### config.mk
export PLATFORM = sky130hd
export DESIGN_NAME = pulse_accum
export DESIGN_NICKNAME = d
export VERILOG_FILES = /design/src/rtl/pa_pkg.sv /design/src/rtl/pa_sync.sv /design/src/rtl/pa_prescaler.sv /design/src/rtl/pa_fsm.sv /design/src/rtl/pulse_accum.sv
export SDC_FILE = /design/constraint.sdc
export NUM_CORES = 1
export LEC_CHECK = 0
export ABC_CLOCK_PERIOD_IN_PS = 2700
export BUFFER_PORTS_ARGS = -buffer_cell sky130_fd_sc_hd__buf_4
export CAP_MARGIN = 10
export CORE_UTILIZATION = 56
export DETAILED_ROUTE_END_ITERATION = 12
export GPL_ROUTABILITY_DRIVEN = 0
export HOLD_SLACK_MARGIN = 0.05
export PLACE_DENSITY = 0.77
export SLEW_MARGIN = 20
export SYNTH_ARGS = -nofsm -noshare
export SYNTH_HDL_FRONTEND = slang
export SYNTH_HIERARCHICAL = 1
export SYNTH_SLANG_ARGS = --single-unit
### constraint.sdc
create_clock -name clk -period 2.7 [get_ports clk]
set_input_delay 0.27 -clock clk [delete_from_list [all_inputs] [get_ports clk]]
set_output_delay 0.27 -clock clk [all_outputs]
set_load 0.005 [all_outputs]
### src/rtl/pa_pkg.sv
package pa_pkg;
    localparam int BYTE_W = 8;
    localparam int CNT_W  = 2 * BYTE_W;
    localparam int ADDR_W = 2;

    localparam logic [ADDR_W-1:0] ADR_CTRL   = 2'd0;
    localparam logic [ADDR_W-1:0] ADR_STATUS = 2'd1;
    localparam logic [ADDR_W-1:0] ADR_CNT_LO = 2'd2;
    localparam logic [ADDR_W-1:0] ADR_CNT_HI = 2'd3;

    localparam int CB_EN    = 6;
    localparam int CB_MODE  = 5;
    localparam int CB_POL   = 4;
    localparam int CB_OVFIE = 1;
    localparam int CB_INIE  = 0;
    localparam int CTRL_W   = 7;

    localparam int SB_IN  = 0;
    localparam int SB_OVF = 1;

    typedef enum logic [1:0] {
        ST_OFF       = 2'd0,
        ST_EVENT     = 2'd1,
        ST_GATE_SHUT = 2'd2,
        ST_GATE_OPEN = 2'd3
    } pa_state_e;
endpackage

### src/rtl/pa_sync.sv
module pa_sync #(
    parameter int STAGES = 2
) (
    input  logic clk,
    input  logic rst_n,
    input  logic pin,
    output logic level,
    output logic rise,
    output logic fall
);
    logic [STAGES-1:0] chain_q;
    logic              hist_q;

    generate
        for (genvar i = 0; i < STAGES; i++) begin : g_stage
            if (i == 0) begin : g_first
                always_ff @(posedge clk or negedge rst_n) begin
                    if (!rst_n) chain_q[0] <= 1'b0;
                    else        chain_q[0] <= pin;
                end
            end else begin : g_next
                always_ff @(posedge clk or negedge rst_n) begin
                    if (!rst_n) chain_q[i] <= 1'b0;
                    else        chain_q[i] <= chain_q[i-1];
                end
            end
        end
    endgenerate

    always_ff @(posedge clk or negedge rst_n) begin
        if (!rst_n) hist_q <= 1'b0;
        else        hist_q <= chain_q[STAGES-1];
    end

    assign level = chain_q[STAGES-1];
    assign rise  = level & ~hist_q;
    assign fall  = ~level & hist_q;
endmodule

### src/rtl/pa_prescaler.sv
module pa_prescaler #(
    parameter int PRE_W = 6
) (
    input  logic clk,
    input  logic rst_n,
    output logic tick
);
    logic [PRE_W-1:0] div_q;

    always_ff @(posedge clk or negedge rst_n) begin
        if (!rst_n) div_q <= '0;
        else        div_q <= div_q + 1'b1;
    end

    assign tick = &div_q;
endmodule

### src/rtl/pa_fsm.sv
module pa_fsm
    import pa_pkg::*;
(
    input  logic clk,
    input  logic rst_n,
    input  logic en,
    input  logic gated,
    input  logic pol,
    input  logic level,
    input  logic rise,
    input  logic fall,
    input  logic tick,
    output logic inc,
    output logic set_in
);
    pa_state_e state_q, state_d;
    logic      active;
    logic      hit;

    assign active = level ^ pol;
    assign hit    = pol ? rise : fall;

    always_comb begin
        if (!en)         state_d = ST_OFF;
        else if (!gated) state_d = ST_EVENT;
        else if (active) state_d = ST_GATE_OPEN;
        else             state_d = ST_GATE_SHUT;
    end

    always_ff @(posedge clk or negedge rst_n) begin
        if (!rst_n) state_q <= ST_OFF;
        else        state_q <= state_d;
    end

    always_comb begin
        inc    = 1'b0;
        set_in = 1'b0;
        if (en) begin
            if (!gated) begin
                inc    = hit;
                set_in = hit;
            end else begin
                inc = active & tick;
                unique case (state_q)
                    ST_GATE_OPEN: set_in = ~active;
                    ST_OFF, ST_EVENT, ST_GATE_SHUT: set_in = 1'b0;
                    default: set_in = 1'b0;
                endcase
            end
        end
    end
endmodule

### src/rtl/pulse_accum.sv
module pulse_accum
    import pa_pkg::*;
#(
    parameter int SYNC_STAGES = 2,
    parameter int PRE_W       = 6
) (
    input  logic              clk,
    input  logic              rst_n,
    input  logic              wr_en,
    input  logic [ADDR_W-1:0] addr,
    input  logic [BYTE_W-1:0] wr_data,
    output logic [BYTE_W-1:0] rd_data,
    input  logic              pin,
    output logic              irq_ovf,
    output logic              irq_in
);
    logic [CTRL_W-1:0] ctrl_q;
    logic [CNT_W-1:0]  count_q;
    logic              in_flag_q, ovf_flag_q;
    logic              level, rise, fall, tick, inc, set_in;
    logic              wr_ctrl, wr_stat, wr_lo, wr_hi, wr_cnt, wrap;

    pa_sync #(.STAGES(SYNC_STAGES)) u_sync (
        .clk(clk), .rst_n(rst_n), .pin(pin),
        .level(level), .rise(rise), .fall(fall)
    );

    pa_prescaler #(.PRE_W(PRE_W)) u_pre (
        .clk(clk), .rst_n(rst_n), .tick(tick)
    );

    pa_fsm u_fsm (
        .clk(clk), .rst_n(rst_n),
        .en(ctrl_q[CB_EN]), .gated(ctrl_q[CB_MODE]), .pol(ctrl_q[CB_POL]),
        .level(level), .rise(rise), .fall(fall), .tick(tick),
        .inc(inc), .set_in(set_in)
    );

    assign wr_ctrl = wr_en && (addr == ADR_CTRL);
    assign wr_stat = wr_en && (addr == ADR_STATUS);
    assign wr_lo   = wr_en && (addr == ADR_CNT_LO);
    assign wr_hi   = wr_en && (addr == ADR_CNT_HI);
    assign wr_cnt  = wr_lo | wr_hi;
    assign wrap    = inc && !wr_cnt && (&count_q);

    always_ff @(posedge clk or negedge rst_n) begin
        if (!rst_n) ctrl_q <= '0;
        else if (wr_ctrl) ctrl_q <= wr_data[CTRL_W-1:0];
    end

    always_ff @(posedge clk or negedge rst_n) begin
        if (!rst_n)     count_q <= '0;
        else if (wr_lo) count_q[BYTE_W-1:0] <= wr_data;
        else if (wr_hi) count_q[CNT_W-1:BYTE_W] <= wr_data;
        else if (inc)   count_q <= count_q + 1'b1;
    end

    always_ff @(posedge clk or negedge rst_n) begin
        if (!rst_n) begin
            in_flag_q  <= 1'b0;
            ovf_flag_q <= 1'b0;
        end else begin
            in_flag_q  <= set_in | (in_flag_q  & ~(wr_stat & wr_data[SB_IN]));
            ovf_flag_q <= wrap   | (ovf_flag_q & ~(wr_stat & wr_data[SB_OVF]));
        end
    end

    always_comb begin
        unique case (addr)
            ADR_CTRL:   rd_data = {1'b0, ctrl_q};
            ADR_STATUS: rd_data = {6'b0, ovf_flag_q, in_flag_q};
            ADR_CNT_LO: rd_data = count_q[BYTE_W-1:0];
            ADR_CNT_HI: rd_data = count_q[CNT_W-1:BYTE_W];
            default:    rd_data = '0;
        endcase
    end

    assign irq_ovf = ovf_flag_q & ctrl_q[CB_OVFIE];
    assign irq_in  = in_flag_q  & ctrl_q[CB_INIE];
endmodule

# Word level (Yosys, flattened, before mapping)
# Cells that the tools add are included.
# totals
reg_bits	36
in_bits	14
out_inout_bits	10
wordCells	68
# op_classes
addsub	2
n_eq_ne	7
mux	14
bitwise_logic	19
reduce_logical	16
# ops
operator	count
case mux 8 bit (4 select lines)	1
two-way mux 8 bit	3
adder 16 x 1 -> 16 bit (second input constant)	1
two-way mux 16 bit	1
AND reduction 16 bit	1
AND 1 bit	9
equality test 2 bit (second input constant)	4
adder 6 x 1 -> 6 bit (second input constant)	1
logical AND 1 bit	6
two-way mux 1 bit	6
inverter 1 bit	6
AND reduction 6 bit	1
equality test 2 x 1 -> 1 bit (second input constant)	2
logical NOT 2 bit	2
two-way mux 2 bit	2
AND reduction 2 bit	2
nonzero test 2 bit	2
OR 1 bit	3
OR reduction 3 bit	1
!= test 2 bit (second input constant)	1
case mux 1 bit (2 select lines)	1
logical NOT 1 bit	1
XOR 1 bit	1

# Depth between registers and ports, before layout
# logic_depth
word_depth	8
ltp_mapped	10

# Hierarchy
# Netlist, hierarchy kept.
# modules_own_cells
mod	n_inst	cells_per_inst	area_each_um2
pulse_accum	1	160	1498.9
pa_prescaler	1	19	239.0
pa_fsm	1	11	117.6
pa_sync	1	5	90.1

# Worst setup path after synthesis
# No wires, ideal clock.
# synth_path
path_type	register to register
from	register u_pre.div_q[0]
to	register count_q[11]
setup_ns	0.082
arrival_time_ns	2.045
required_ns	2.618
slack_ns	0.573
path_stages_with_launch	10
period_less_slack_ns	2.127
cell_sequence	dfrtp_1 -> ha_1 -> nand2_1 -> nor2_1 -> nand3_1 -> o22ai_1 -> a21bo_2 -> or4_1 -> or3_1 -> a31oi_1
# synth_via
elab_chain_cells	6
# synth_lines
element	line	source
start, declared	pa_prescaler.sv:8	logic [PRE_W-1:0] div_q;
start signal, assigned	pa_prescaler.sv:12	else div_q <= div_q + 1'b1;
AND reduction 6 bit	pa_prescaler.sv:15	assign tick = &div_q;
via tick	pulse_accum.sv:20	logic level, rise, fall, tick, inc, set_in;
AND 1 bit	pa_fsm.sv:43	inc = active & tick;
two-way mux 1 bit	pa_fsm.sv:39	if (!gated) begin
two-way mux 1 bit	pa_fsm.sv:38	if (en) begin
via inc	pulse_accum.sv:20	
nonzero test 2 bit (no line)	-	
AND reduction 2 bit (no line)	-	
end signal, assigned by index	pulse_accum.sv:53	else if (wr_lo) count_q[BYTE_W-1:0] <= wr_data;
end signal, assigned by index	pulse_accum.sv:54	else if (wr_hi) count_q[CNT_W-1:BYTE_W] <= wr_data;
end signal, assigned	pulse_accum.sv:55	else if (inc) count_q <= count_q + 1'b1;
end, declared	pulse_accum.sv:18	logic [CNT_W-1:0] count_q;
# The timed path passes the listed nets, and every way through them passes these cells.
# A chain may end at the register's enable or synchronous reset.

# Worst setup path in the final report
# Same ends and word-level chain as after synthesis.

==> flow_summary.ini <==
[setup_path]
worstPathCellList = ha_1 > nand2_1 > nor2_1 > nand3_1 > o22ai_1 > a21bo_2 > or4_1 > or3_1 > a31oi_1
cp_data_arrival_time_ns = 2.69
crit_type = register to register
crit_buf_inv = 0
critPathRequiredTime_ns = 2.97
path_delay_family = simple AND/OR/NAND/NOR gates
cp_max_fo = 13
reg2reg_to = count_q[11]
crit_slowest_cell = or4_1
critPathLaunchType = register
worst_r2r_path_depth = 9
reg2reg_slack_ns = 0.28
cp-end-kind = register
r2r-start = u_pre/div_q[0]
path_depth = 9
slowest_delay_ns = 0.49

[logic_synthesis]
yosys_warnings = 6
synth_cell_types = 43
ys_seq_elements = 36
syn_inst = 195
synth_ff_type = dfrtp_1
ys_seq_area_frac = 0.4630
synthArstFlopShare = 1.000
synth_top_area_cell = dfrtp_1
synth_edf_count = 0
synthesis.nets = 211
synth_area_um2 = 1946
avgSynthCellArea_um2 = 9.978
synth_top_area_share = 0.4630
ys_top_cells_by_area = dfrtp_1 46%, nand3_1 4.1%, mux2_2 4.1%

[layout]
synthToLayoutAreaGrowth_pct = 16.59
layout_common_cells = 36 x dfrtp_1, 24 x buf_4, 17 x nor2_1, 16 x nand3_1, 15 x nand2_1
diodes = 0
layout_commonest_cell = dfrtp_1
design_area_um2 = 2268
drive_gt1_frac = 0.2217
nets = 236

[cts]
cts_buffer_depth = 2
cts_root_buf = clkbuf_4
cts_num_sinks = 36
clk_latency_ns = 0.34
htreeDepth = 2
clkTransAtPathRegs_ns = 0.11
cts_inserted_buffers = 5
postCtsSetupBuffers = 0
cts_tree = done
cts_resized = 0
cts_hold_buf = 2

[grt]
grtUsageTotal = 0.2593
gr-total-overflow = 0
grt_max_degree = 37
antenna_found_initial = 0
grt_pass1_wl_mm = 6.789
grt_pass1_vias = 1473

[pwr]
p_int_w = 0.001064
power_frac_clock = 0.277
ir_drop_v = 0.0004218
p_seq_frac = 0.487
p_leak_nw = 0.9470
p_per_area_nw_per_um2 = 676.5
finalPower_w = 0.001535
p_sw_frac = 0.3064
p_sw_w = 0.0004703
p_comb_frac = 0.235

[status]
status = finished clean

[detailed_routing]
routed-wl-met2_mm = 2.042
drt-initial-drc-count = 96
ant_nets = 0
drc_errors = 0
via_count = 1565
routed.top_layer = met4
dr.pass1.iters = 4
wl_met1_mm = 1.872
viasPerCell = 5.861
wirelength_mm = 4.287
met3_length_um = 314
wl_per_cell_um = 16.06

[die]
die-area_um2 = 3714
io_pins = 24
dieWidth_um = 60.95
die_y_um = 60.95
coreArea_um2 = 3337
fp-row-count = 21
start_util = 0.5831

[sta]
grt_setup_unrepaired = false
max_freq_mhz = 412.7
tightest_slew_ns = 0.6973
fin_crit_ns = 2.423
finalCritPeriodShare = 0.8973
setup_tns_ns = 0
finalSetupViolCount = 0
maxSlewViolCount = 0
clock_skew_ns = 0.007592
relSlewSlack = 0.5331
report.final.hold_viol_count = 0

[placement]
hpwl_mm = 3.015
port_buffers = 23
dpl-instance-area_um2 = 2153

[worst_hold_path]
hp-start = wr_data[0]
holdPathEnd = count_q[8]
worstHoldPathCells = 3
hp-class = input pin to register

[run]
cap_violations = 0
-- registers in the layout (all words and copies together) (netlist names), 2 cells and up --
signal	count
ctrl_q	7
count_q	16
u_fsm/state_q	2
u_pre/div_q	6
-- worst max path at each step --
stage | slack (ns) | endpoint | start
after CTS | 0.30 | count_q[11] | u_pre/div_q[0]
after floorplan | 0.57 | count_q[11] | u_pre/div_q[0]
after detailed placement | 0.32 | count_q[11] | u_pre/div_q[0]
after global placement | 0.39 | count_q[11] | u_pre/div_q[0]
after global routing | 0.11 | count_q[11] | u_pre/div_q[0]
final | 0.28 | count_q[11] | u_pre/div_q[0]
-- power groups by stage --
stage          Combinational [W]  Clock, W  Sequential, W
2_1_floorplan           0.000253         0       0.000713
3_3_place_gp            0.000343         0       0.000747
3_5_place_dp            0.000357         0       0.000758
4_1_cts                 0.000362  0.000434       0.000746
5_1_grt                 0.000400  0.000457       0.000760
6_report                0.000361  0.000426       0.000748
-- cell type report --
type / count / area [um2]
Clock inverter: 1 / 30.03
Fill cell: 271 / 1069
Multi-Input combinational cell: 147 / 999.7
Timing Repair Buffer: 26 / 200.2
Inverter: 4 / 15.01
Sequential cell: 36 / 900.9
Clock buffer: 7 / 65.06
Tap cell: 46 / 57.56
-- synthesized netlist by cell type, drive strengths merged (4+ instances only) --
cell	n
a21oi	7
a31oi	6
and2	4
clkbuf	8
dfrtp	36
inv	4
mux2	7
mux2i	7
nand2	15
nand3	17
nand4	5
nor2	18
nor3	5
o21ai	9
or4	5
xnor2	9
xor2	5
-- tightest hold or removal path, delay by kind of cell --
family	cells	cell delay, ns
AO/OA/AOI/OAI	1	0.06
buffers and inverters	1	0.10
AND/OR/NAND/NOR	1	0.04
-- layer usage --
metal	track usage	vias to the layer above
met5	0	-
met4	0.09740	0
met3	0.06397	6
met2	0.4207	62
met1	0.3370	743
li1	-	754
-- stage by stage --
| stage | setup WS, ns | utilization | instances | hold slack, ns |
|---|---|---|---|---|
| 2_1_floorplan | 0.5731 | - | 195 | -0.02559 |
| 3_3_place_gp | 0.3902 | 0.6453 | 257 | 0.2462 |
| 3_5_place_dp | 0.3170 | 0.6453 | 257 | 0.2525 |
| 4_1_cts | 0.2967 | 0.6798 | 267 | 0.1456 |
| 5_1_grt | 0.1071 | 0.6798 | 267 | 0.1572 |
| 6_report | 0.2772 | 0.6798 | 267 | 0.1642 |
-- logic make-up (layout without fill, tap and decap cells) --
logic type	after synthesis	in the layout	synth area share
adder cells (fa/ha/maj)	2	2	0.01286
flip-flops	36	36	0.4630
XOR/XNOR	14	14	0.06302
AND/OR/NAND/NOR	82	82	0.2328
AO/OA/AOI/OAI	33	33	0.1055
multiplexers	16	16	0.09968
buffers and inverters	12	38	0.02315
Power figures use the tool's default switching activity.
